### src/rtl/zt_pkg.sv
package zt_pkg;
  localparam int ZT_LANES  = 4;
  localparam int ZT_LANE_W = 9;
  localparam int ZT_BEAT_W = 2;

  typedef enum logic {
    ORD_LINEAR     = 1'b0,
    ORD_INTERLEAVE = 1'b1
  } ord_e;

  // low address bits of a burst beat
  function automatic logic [ZT_BEAT_W-1:0] beat_addr(
    input logic [ZT_BEAT_W-1:0] base,
    input logic [ZT_BEAT_W-1:0] beat,
    input ord_e                 ord
  );
    return (ord == ORD_INTERLEAVE) ? (base ^ beat) : (base + beat);
  endfunction
endpackage

### src/rtl/zt_cmd.sv
module zt_cmd
  import zt_pkg::*;
#(
  parameter int AW    = 6,
  parameter int LANES = ZT_LANES,
  parameter int BW    = ZT_BEAT_W
) (
  input  logic             clk,
  input  logic             rst,
  input  logic             ce,
  input  logic             ld_n,
  input  logic             sel_ok,
  input  logic             cmd_rd,
  input  logic [LANES-1:0] be,
  input  logic [AW-1:0]    addr,
  input  ord_e             ord,
  output logic             s1_vld,
  output logic             s1_rd,
  output logic [LANES-1:0] s1_be,
  output logic [AW-1:0]    s1_adr
);
  logic          act;
  logic [AW-1:0] base_q;
  logic [BW-1:0] beat_q;
  logic [BW-1:0] beat_nx;

  assign beat_nx = beat_q + BW'(1);

  always_ff @(posedge clk) begin
    if (rst) begin
      s1_vld <= 1'b0;
      act    <= 1'b0;
      beat_q <= '0;
    end else if (ce) begin
      if (!ld_n) begin
        if (sel_ok) begin
          act    <= 1'b1;
          s1_vld <= 1'b1;
          s1_rd  <= cmd_rd;
          s1_be  <= be;
          s1_adr <= addr;
          base_q <= addr;
          beat_q <= '0;
        end else begin
          act    <= 1'b0;
          s1_vld <= 1'b0;
        end
      end else if (act) begin
        // advance: direction and lanes stay from the load
        beat_q <= beat_nx;
        s1_vld <= 1'b1;
        s1_adr <= {base_q[AW-1:BW], beat_addr(base_q[BW-1:0], beat_nx, ord)};
      end else begin
        s1_vld <= 1'b0;
      end
    end
  end
endmodule

### src/rtl/zt_lanes.sv
module zt_lanes
  import zt_pkg::*;
#(
  parameter int AW     = 6,
  parameter int LANES  = ZT_LANES,
  parameter int LANE_W = ZT_LANE_W,
  localparam int DW    = LANES * LANE_W,
  localparam int DEPTH = 2 ** AW
) (
  input  logic             clk,
  input  logic             ce,
  input  logic             wr_en,
  input  logic [LANES-1:0] wr_be,
  input  logic [AW-1:0]    wr_adr,
  input  logic [DW-1:0]    wr_dat,
  input  logic [AW-1:0]    rd_adr,
  output logic [DW-1:0]    rd_dat
);
  logic hit;
  assign hit = wr_en && (wr_adr == rd_adr);

  for (genvar g = 0; g < LANES; g++) begin : g_lane
    logic [LANE_W-1:0] ram [DEPTH];
    logic [LANE_W-1:0] ram_q;
    logic [LANE_W-1:0] fwd_d;
    logic              fwd_q;

    always_ff @(posedge clk) begin
      if (ce) begin
        if (wr_en && wr_be[g]) ram[wr_adr] <= wr_dat[g*LANE_W +: LANE_W];
        ram_q <= ram[rd_adr];
        fwd_q <= hit && wr_be[g];
        fwd_d <= wr_dat[g*LANE_W +: LANE_W];
      end
    end

    // same-edge write wins over the read-first RAM output
    assign rd_dat[g*LANE_W +: LANE_W] = fwd_q ? fwd_d : ram_q;
  end
endmodule

### src/rtl/zt_sram.sv
module zt_sram
  import zt_pkg::*;
#(
  parameter int AW     = 6,
  parameter int LANES  = ZT_LANES,
  parameter int LANE_W = ZT_LANE_W,
  localparam int DW    = LANES * LANE_W
) (
  input  logic             clk,
  input  logic             rst,
  input  logic             clk_en_n,
  input  logic             sel_a_n,
  input  logic             sel_b,
  input  logic             sel_c_n,
  input  logic             ld_n,
  input  logic             cmd_rd,
  input  logic [LANES-1:0] bw_n,
  input  logic [AW-1:0]    addr,
  input  logic             burst_ilv,
  input  logic             oe_n,
  input  logic [DW-1:0]    wdata,
  output logic [DW-1:0]    rdata,
  output logic             rdata_oe
);
  logic             ce;
  logic             sel_ok;
  logic             s1_vld, s1_rd;
  logic [LANES-1:0] s1_be;
  logic [AW-1:0]    s1_adr;
  logic             s2_vld, s2_rd;
  logic [LANES-1:0] s2_be;
  logic [AW-1:0]    s2_adr;
  logic [DW-1:0]    mrg;
  logic [DW-1:0]    rdata_q;
  logic             oe_q;

  assign ce     = ~clk_en_n;
  assign sel_ok = ~sel_a_n & sel_b & ~sel_c_n;

  zt_cmd #(.AW(AW), .LANES(LANES), .BW(ZT_BEAT_W)) u_cmd (
    .clk    (clk),
    .rst    (rst),
    .ce     (ce),
    .ld_n   (ld_n),
    .sel_ok (sel_ok),
    .cmd_rd (cmd_rd),
    .be     (~bw_n),
    .addr   (addr),
    .ord    (ord_e'(burst_ilv)),
    .s1_vld (s1_vld),
    .s1_rd  (s1_rd),
    .s1_be  (s1_be),
    .s1_adr (s1_adr)
  );

  always_ff @(posedge clk) begin
    if (rst) begin
      s2_vld <= 1'b0;
    end else if (ce) begin
      s2_vld <= s1_vld;
      s2_rd  <= s1_rd;
      s2_be  <= s1_be;
      s2_adr <= s1_adr;
    end
  end

  zt_lanes #(.AW(AW), .LANES(LANES), .LANE_W(LANE_W)) u_lanes (
    .clk    (clk),
    .ce     (ce),
    .wr_en  (ce & s2_vld & ~s2_rd),
    .wr_be  (s2_be),
    .wr_adr (s2_adr),
    .wr_dat (wdata),
    .rd_adr (s1_adr),
    .rd_dat (mrg)
  );

  always_ff @(posedge clk) begin
    if (rst) begin
      oe_q <= 1'b0;
    end else if (ce) begin
      oe_q <= s2_vld & s2_rd;
      if (s2_vld & s2_rd) rdata_q <= mrg;
    end
  end

  assign rdata    = rdata_q;
  assign rdata_oe = oe_q & ~oe_n;
endmodule

### config.mk
export PLATFORM = sky130hd
export DESIGN_NAME = zt_sram
export DESIGN_NICKNAME = d
export VERILOG_FILES = /design/src/rtl/zt_pkg.sv /design/src/rtl/zt_cmd.sv /design/src/rtl/zt_lanes.sv /design/src/rtl/zt_sram.sv
export SDC_FILE = /design/constraint.sdc
export NUM_CORES = 2
export LEC_CHECK = 0
export ABC_CLOCK_PERIOD_IN_PS = 9900
export BUFFER_PORTS_ARGS = -buffer_cell sky130_fd_sc_hd__buf_2
export CORE_MARGIN = 2
export CORE_UTILIZATION = 48
export CTS_BUF_LIST = sky130_fd_sc_hd__clkbuf_2 sky130_fd_sc_hd__clkbuf_4 sky130_fd_sc_hd__clkbuf_8
export DETAILED_ROUTE_END_ITERATION = 8
export PLACE_DENSITY_LB_ADDON = 0.15
export SYNTH_ARGS = -nofsm -noshare
export SYNTH_HDL_FRONTEND = slang
export SYNTH_SLANG_ARGS = --single-unit
### constraint.sdc
create_clock -name clk -period 9.9 [get_ports clk]
set_clock_uncertainty 0.2 [all_clocks]
set_input_delay 0.495 -clock clk [delete_from_list [all_inputs] [get_ports clk]]
set_output_delay 0.495 -clock clk [all_outputs]
set_load 0.01 [all_outputs]
* Word level (Yosys, flattened, before mapping)
Memory sizes are Yosys's and may differ from the RTL's. A register that Yosys moved wholly into a read port is not among the register bits. Cells that the tools add are included.
Storage, ports and cells: memories kept 4, bits in registers 110, bits in writable memories 2304
Cells by class: mux-type cells 26, add/subtract/negate cells 2, reduce and logical (&&, ||, !) cells 20, bitwise gates (word level) 15, eq/ne operators 2
Memories:
- u_lanes.g_lane[0].ram | words 64, bits a word 9, rd ports 1, clocked after Yosys merged registers in 1, write ports 1, RTL line zt_lanes.sv:23 | logic [LANE_W-1:0] ram [DEPTH];
- u_lanes.g_lane[1].ram | words 64, bits a word 9, rd ports 1, clocked after Yosys merged registers in 1, write ports 1, RTL line zt_lanes.sv:23
- u_lanes.g_lane[2].ram | words 64, bits a word 9, rd ports 1, clocked after Yosys merged registers in 1, write ports 1, RTL line zt_lanes.sv:23
- u_lanes.g_lane[3].ram | words 64, bits a word 9, rd ports 1, clocked after Yosys merged registers in 1, write ports 1, RTL line zt_lanes.sv:23
Operator list (number):
- 9-bit 2-to-1 mux | 4
- 6-bit 2-to-1 mux | 3
- 1-bit 2-to-1 mux | 15
- 1-bit logical AND | 9
- 2-bit 2-to-1 mux | 4
- 4-bit AND reduction | 2
- 1-bit NOT | 7
- 1-bit AND | 6
- 6-bit equality test | 1
- 3-bit AND reduction | 2
- 1-bit zero test | 4
- 4-bit NOT | 1
- 2-bit AND reduction | 2
- 2-bit by 1-bit adder with 2-bit output (second input constant) | 1
- 2-bit adder | 1
- 2-bit by 1-bit inequality test with 1-bit output (second input constant) | 1
- 2-bit nonzero test | 1
- 2-bit bitwise XOR | 1

* Depth between registers and ports, before layout
depth after elaboration 7, depth in mapped cells 10

* By module
Synthesis repeated with hierarchy kept, for this count alone.
Unflattened totals: cell total of the unflattened synthesis 4332, area, all modules 94022.7 um^2
By module, submodules not included:
- zt_lanes | sequential area each 71468.5 um^2, instances 1, cells each 4215, area each 91625.4 um^2
- zt_sram | sequential area each 1451.4 um^2, instances 1, cells each 65, area each 1544.0 um^2
- zt_cmd | sequential area each 590.6 um^2, instances 1, cells each 52, area each 853.3 um^2

* Worst setup path before layout
OpenSTA, ideal clock, no wires.
path type input -> register, start input port clk_en_n, end register u_cmd.s1_adr[0], enable pin, data required time 9.344 ns, cell stages on the path 4, arrival time 3.269 ns, setup time 0.356 ns, slack 6.075 ns, cell sequence clkbuf_1 -> inv_1 -> o21ai_0 -> nor2_1
On the way: word-level cells in the longest chain between the ends 2
RTL lines:
- from (decl) | RTL line zt_sram.sv:11 | input logic clk_en_n,
- 1-bit NOT (no source line)
- 4-bit AND reduction (no source line)
- to (signal assigned) | RTL line zt_cmd.sv:41 | s1_adr <= addr;
- to (signal assigned) | RTL line zt_cmd.sv:52 | s1_adr <= {base_q[AW-1:BW], beat_addr(base_q[BW-1:0], beat_nx, ord)};
- to (decl) | RTL line zt_cmd.sv:20 | output logic [AW-1:0] s1_adr
Every way passes these cells. A chain may end at the register's enable or synchronous reset.

==> impl_metrics.ini <==
[routing]
routed_wirelength_um = 251000
drtPass1Iterations = 6
drt_iter0_drc = 5340
drc_errors = 0
route.detailed.wl_per_inst_um = 32.9
dr_vias = 46000
ant_nets = 0
route.detailed.vias_per_inst = 6.03

[critical_path]
worst_path_max_delay_cell = sky130_fd_sc_hd__buf_4
endpoint_kind = register
timing.reg2reg.setup_slack_ps = 5720
required_time_of_the_critical_path_ps = 10490
cp_data_arrival_time_ps = 4770
crit_chain = buf_4, buf_4, buf_4, mux4_2, nor2_1, nor4_1
timing.setup.critical_path_class = register to register
setup.worst_path.start_class = register
cp_max_fo = 44
r2r_start = u_cmd.s1_adr[3]
r2r_cells = 6
timing.critical_path.max_delay_family = buffers and inverters
cp_slowest_stage_delay_ps = 790
path_common_cell = sky130_fd_sc_hd__buf_4
cp.buffers_inverters = 3
worst-path-stages = 6
r2r-end = u_lanes.g_lane[3].ram_q[6]

[clock_network]
clk_path_buf_depth = 4
cts_inserted_buffers = 406
cell_at_the_root_of_the_clock_tree = sky130_fd_sc_hd__clkbuf_8
htree_num_levels = 5
tritoncts_num_sinks = 2450
post_cts.resized_instances = 0
clkSlewWorstSetupHoldPaths_ps = 60
tritoncts_clock_tree = done
clk_latency_ps = 1090

[floorplan]
pin_count = 93
height_of_the_die_um = 447
fp.coreArea_um2 = 195000
die_x_um = 447
floorplan.initialDensity_pct = 48.3
die_footprint_um2 = 200000
row_count = 162

[power]
pwr-share-seq_pct = 56.7
p_int_mw = 16.0
report.power.total_mw = 20.2
switching_power_mw = 4.20
netSwitchingFraction_pct = 20.8
total_leakage_power_nw = 33.2
vdd.ir_drop.worst_mv = 0.132
power_density_cells_nw_per_um2 = 190
power.clock.fraction_pct = 41.6
comb_power_share_pct = 1.7

[synthesis]
yosys_top_cell_by_area = sky130_fd_sc_hd__edfxtp_1
synth.cells.most_frequent = 2444 x sky130_fd_sc_hd__edfxtp_1, 597 x sky130_fd_sc_hd__mux4_2, 305 x sky130_fd_sc_hd__nor2_1
synth_top_cells_by_area = sky130_fd_sc_hd__edfxtp_1 78%, sky130_fd_sc_hd__mux4_2 14%, sky130_fd_sc_hd__mux2_2 1.6%, sky130_fd_sc_hd__nor2_1 1.2%, sky130_fd_sc_hd__mux2i_1 1.1%
yosysMostFrequentCell = sky130_fd_sc_hd__edfxtp_1
synth_warnings = 0
ys_seq_area_share_pct = 78.0
ys_ff_latch = 2450
synth.avg_cell_area_um2 = 22.3
yosys.cell_types.count = 49
synth_largest_type_area_fraction_pct = 77.9
dominantRegCellSynth = sky130_fd_sc_hd__edfxtp_1
synth_cells = 4231
syn_area_um2 = 94200
synthArstFlopShare_pct = 0
postSynthNetCount = 4288
synth_enable_flop_cells = 2444

[sta]
hold_ws_ps = 125
finalSetupViolations = 0
post_route_fraction_of_the_period_consumed_by_the_critical_path_pct = 42.2
number_of_failing_hold_endpoints_at_the_final_stage = 0
timing_worst_slew_pin_value_ps = 1380
fmaxAchievable_ghz = 0.239
timing.final.max_slew_violations = 0
setup_repair_after_global_routing_missed_its_margin = false
timing.max_slew.rel_slack_pct = 7.39
setup_tns_ps = 0
finalWorstPathRequiredPeriod_ps = 4180

[run]
cap_viol_max_count = 0

[global_route]
first_global_vias = 46400
wire_length_of_the_first_global_routing_pass_um = 352000
largest_net_degree_at_the_start_of_global_routing = 111
antenna_found_initial = 19
grt_overflow = 0
grt_usage_pct = 25.3

[layout]
post_route_cells_drive_above_1_share_pct = 31.2
area_delta_synth_final_pct = 12.7
final_core_utilization_pct = 54.4
finalNetCount = 4758

[worst_hold_path]
holdPathStages = 3
worst_hold_path.endpoint = u_cmd.s1_adr[2]
hp-start = addr[2]
worstHoldPathType = input port to register

[placed_design]
detailedPlacementHpwl_um = 147000
placement.io_buffers = 92
finalWeightedCongestion = 0.836

[run_status]
status = complete, no violations
-- state kept, by name (all words and copies together), names as in the netlist, 4 cells and up --
signal                count
u_lanes.g_lane.fwd_d     36
u_lanes.g_lane.ram_q     36
rdata                    36
u_cmd.s1_adr              6
s2_be                     4
u_cmd.s1_be               4
u_lanes.g_lane.ram     2304
s2_adr                    6
u_cmd.base_q              6
u_lanes.g_lane.fwd_q      4
-- layer usage --
layer	share of wire (%)	global-route usage [%]	vias up
li1	-	-	18700
met1	41	35.5	24800
met2	47	38.8	2052
met3	8.3	6.35	433
met4	3.4	9.09	17
met5	0.092	0.342	-
-- power groups by stage --
stage / Clock (mW) / Combinational, mW / Sequential [mW]
floorplan: 0 / 0.0982 / 11.7
global placement: 0 / 0.311 / 11.7
detailed placement: 0 / 0.321 / 11.7
CTS: 8.54 / 0.341 / 11.5
global route: 9.01 / 0.362 / 11.4
finish: 8.40 / 0.338 / 11.5
-- worst register-to-register path: stages, from the launching register on --
cell and delay, ps:
sky130_fd_sc_hd__edfxtp_1 360, sky130_fd_sc_hd__buf_4 540, sky130_fd_sc_hd__buf_4 800, sky130_fd_sc_hd__buf_4 810, sky130_fd_sc_hd__mux4_2 780, sky130_fd_sc_hd__nor2_1 300
sky130_fd_sc_hd__nor4_1 100
-- repair_timing --
action	in CTS	in global routing
hold endpoints to repair	1857	0
setup buffers	0	0
hold buffers	70	0
-- layout make-up --
class                      count  area (µm²)
tap                         2624        3280
clock inverter               159         778
fill                       15000       88800
antenna                        6        15.0
sequential                  2450       73500
timing repair buffer         292        2260
multi-input combinational   1544       19600
inverter                       7        28.8
clock buffer                 549        6710
-- logic make-up after synthesis --
group	synth area share (%)
mux	16.9
xor+xnor	0.0837
buf+inv	1.23
simple gates	2.32
fa+ha+maj	0.0133
compound gates	1.38
flops	78.0
-- cell usage in the layout, fill, tap and decap left out, types with 30 or more instances in the layout --
| master | count |
|---|---|
| sky130_fd_sc_hd__mux2i_1 | 104 |
| sky130_fd_sc_hd__nor2_1 | 300 |
| sky130_fd_sc_hd__mux4_2 | 597 |
| sky130_fd_sc_hd__mux2_2 | 130 |
| sky130_fd_sc_hd__nand2_1 | 114 |
| sky130_fd_sc_hd__clkbuf_4 | 135 |
| sky130_fd_sc_hd__o22ai_1 | 67 |
| sky130_fd_sc_hd__buf_4 | 120 |
| sky130_fd_sc_hd__clkinv_1 | 115 |
| sky130_fd_sc_hd__edfxtp_1 | 2444 |
| sky130_fd_sc_hd__clkbuf_8 | 414 |
| sky130_fd_sc_hd__clkinv_2 | 31 |
| sky130_fd_sc_hd__dlygate4sd3_1 | 70 |
| sky130_fd_sc_hd__buf_2 | 92 |
| sky130_fd_sc_hd__a211oi_1 | 30 |
-- stage by stage --
stage               setup WS (ps)  std cells  area (µm²)
CTS                          5650       7625      106000
finish                       5720       7631      106000
global placement             5700       6847       97900
global route                 5490       7626      106000
floorplan                    6070       4231       94200
detailed placement           5690       6847       97900
-- how the worst max path moves through the flow --
| stage | slack [ps] | endpoint | start |
|---|---|---|---|
| after global routing | 5490 | u_lanes.g_lane[1].ram_q[2] | u_cmd.s1_adr[0] |
| after floorplan | 6070 | u_cmd.s1_adr[0] | clk_en_n |
| final | 5720 | u_lanes.g_lane[3].ram_q[6] | u_cmd.s1_adr[3] |
| after CTS | 5650 | u_lanes.g_lane[1].ram_q[2] | u_cmd.s1_adr[0] |
| after detailed placement | 5690 | u_lanes.g_lane[2].ram_q[2] | u_cmd.s1_adr[1] |
| after global placement | 5700 | u_lanes.g_lane[1].ram_q[2] | u_cmd.s1_adr[0] |
Note: power is estimated with default switching activity, not from simulation.
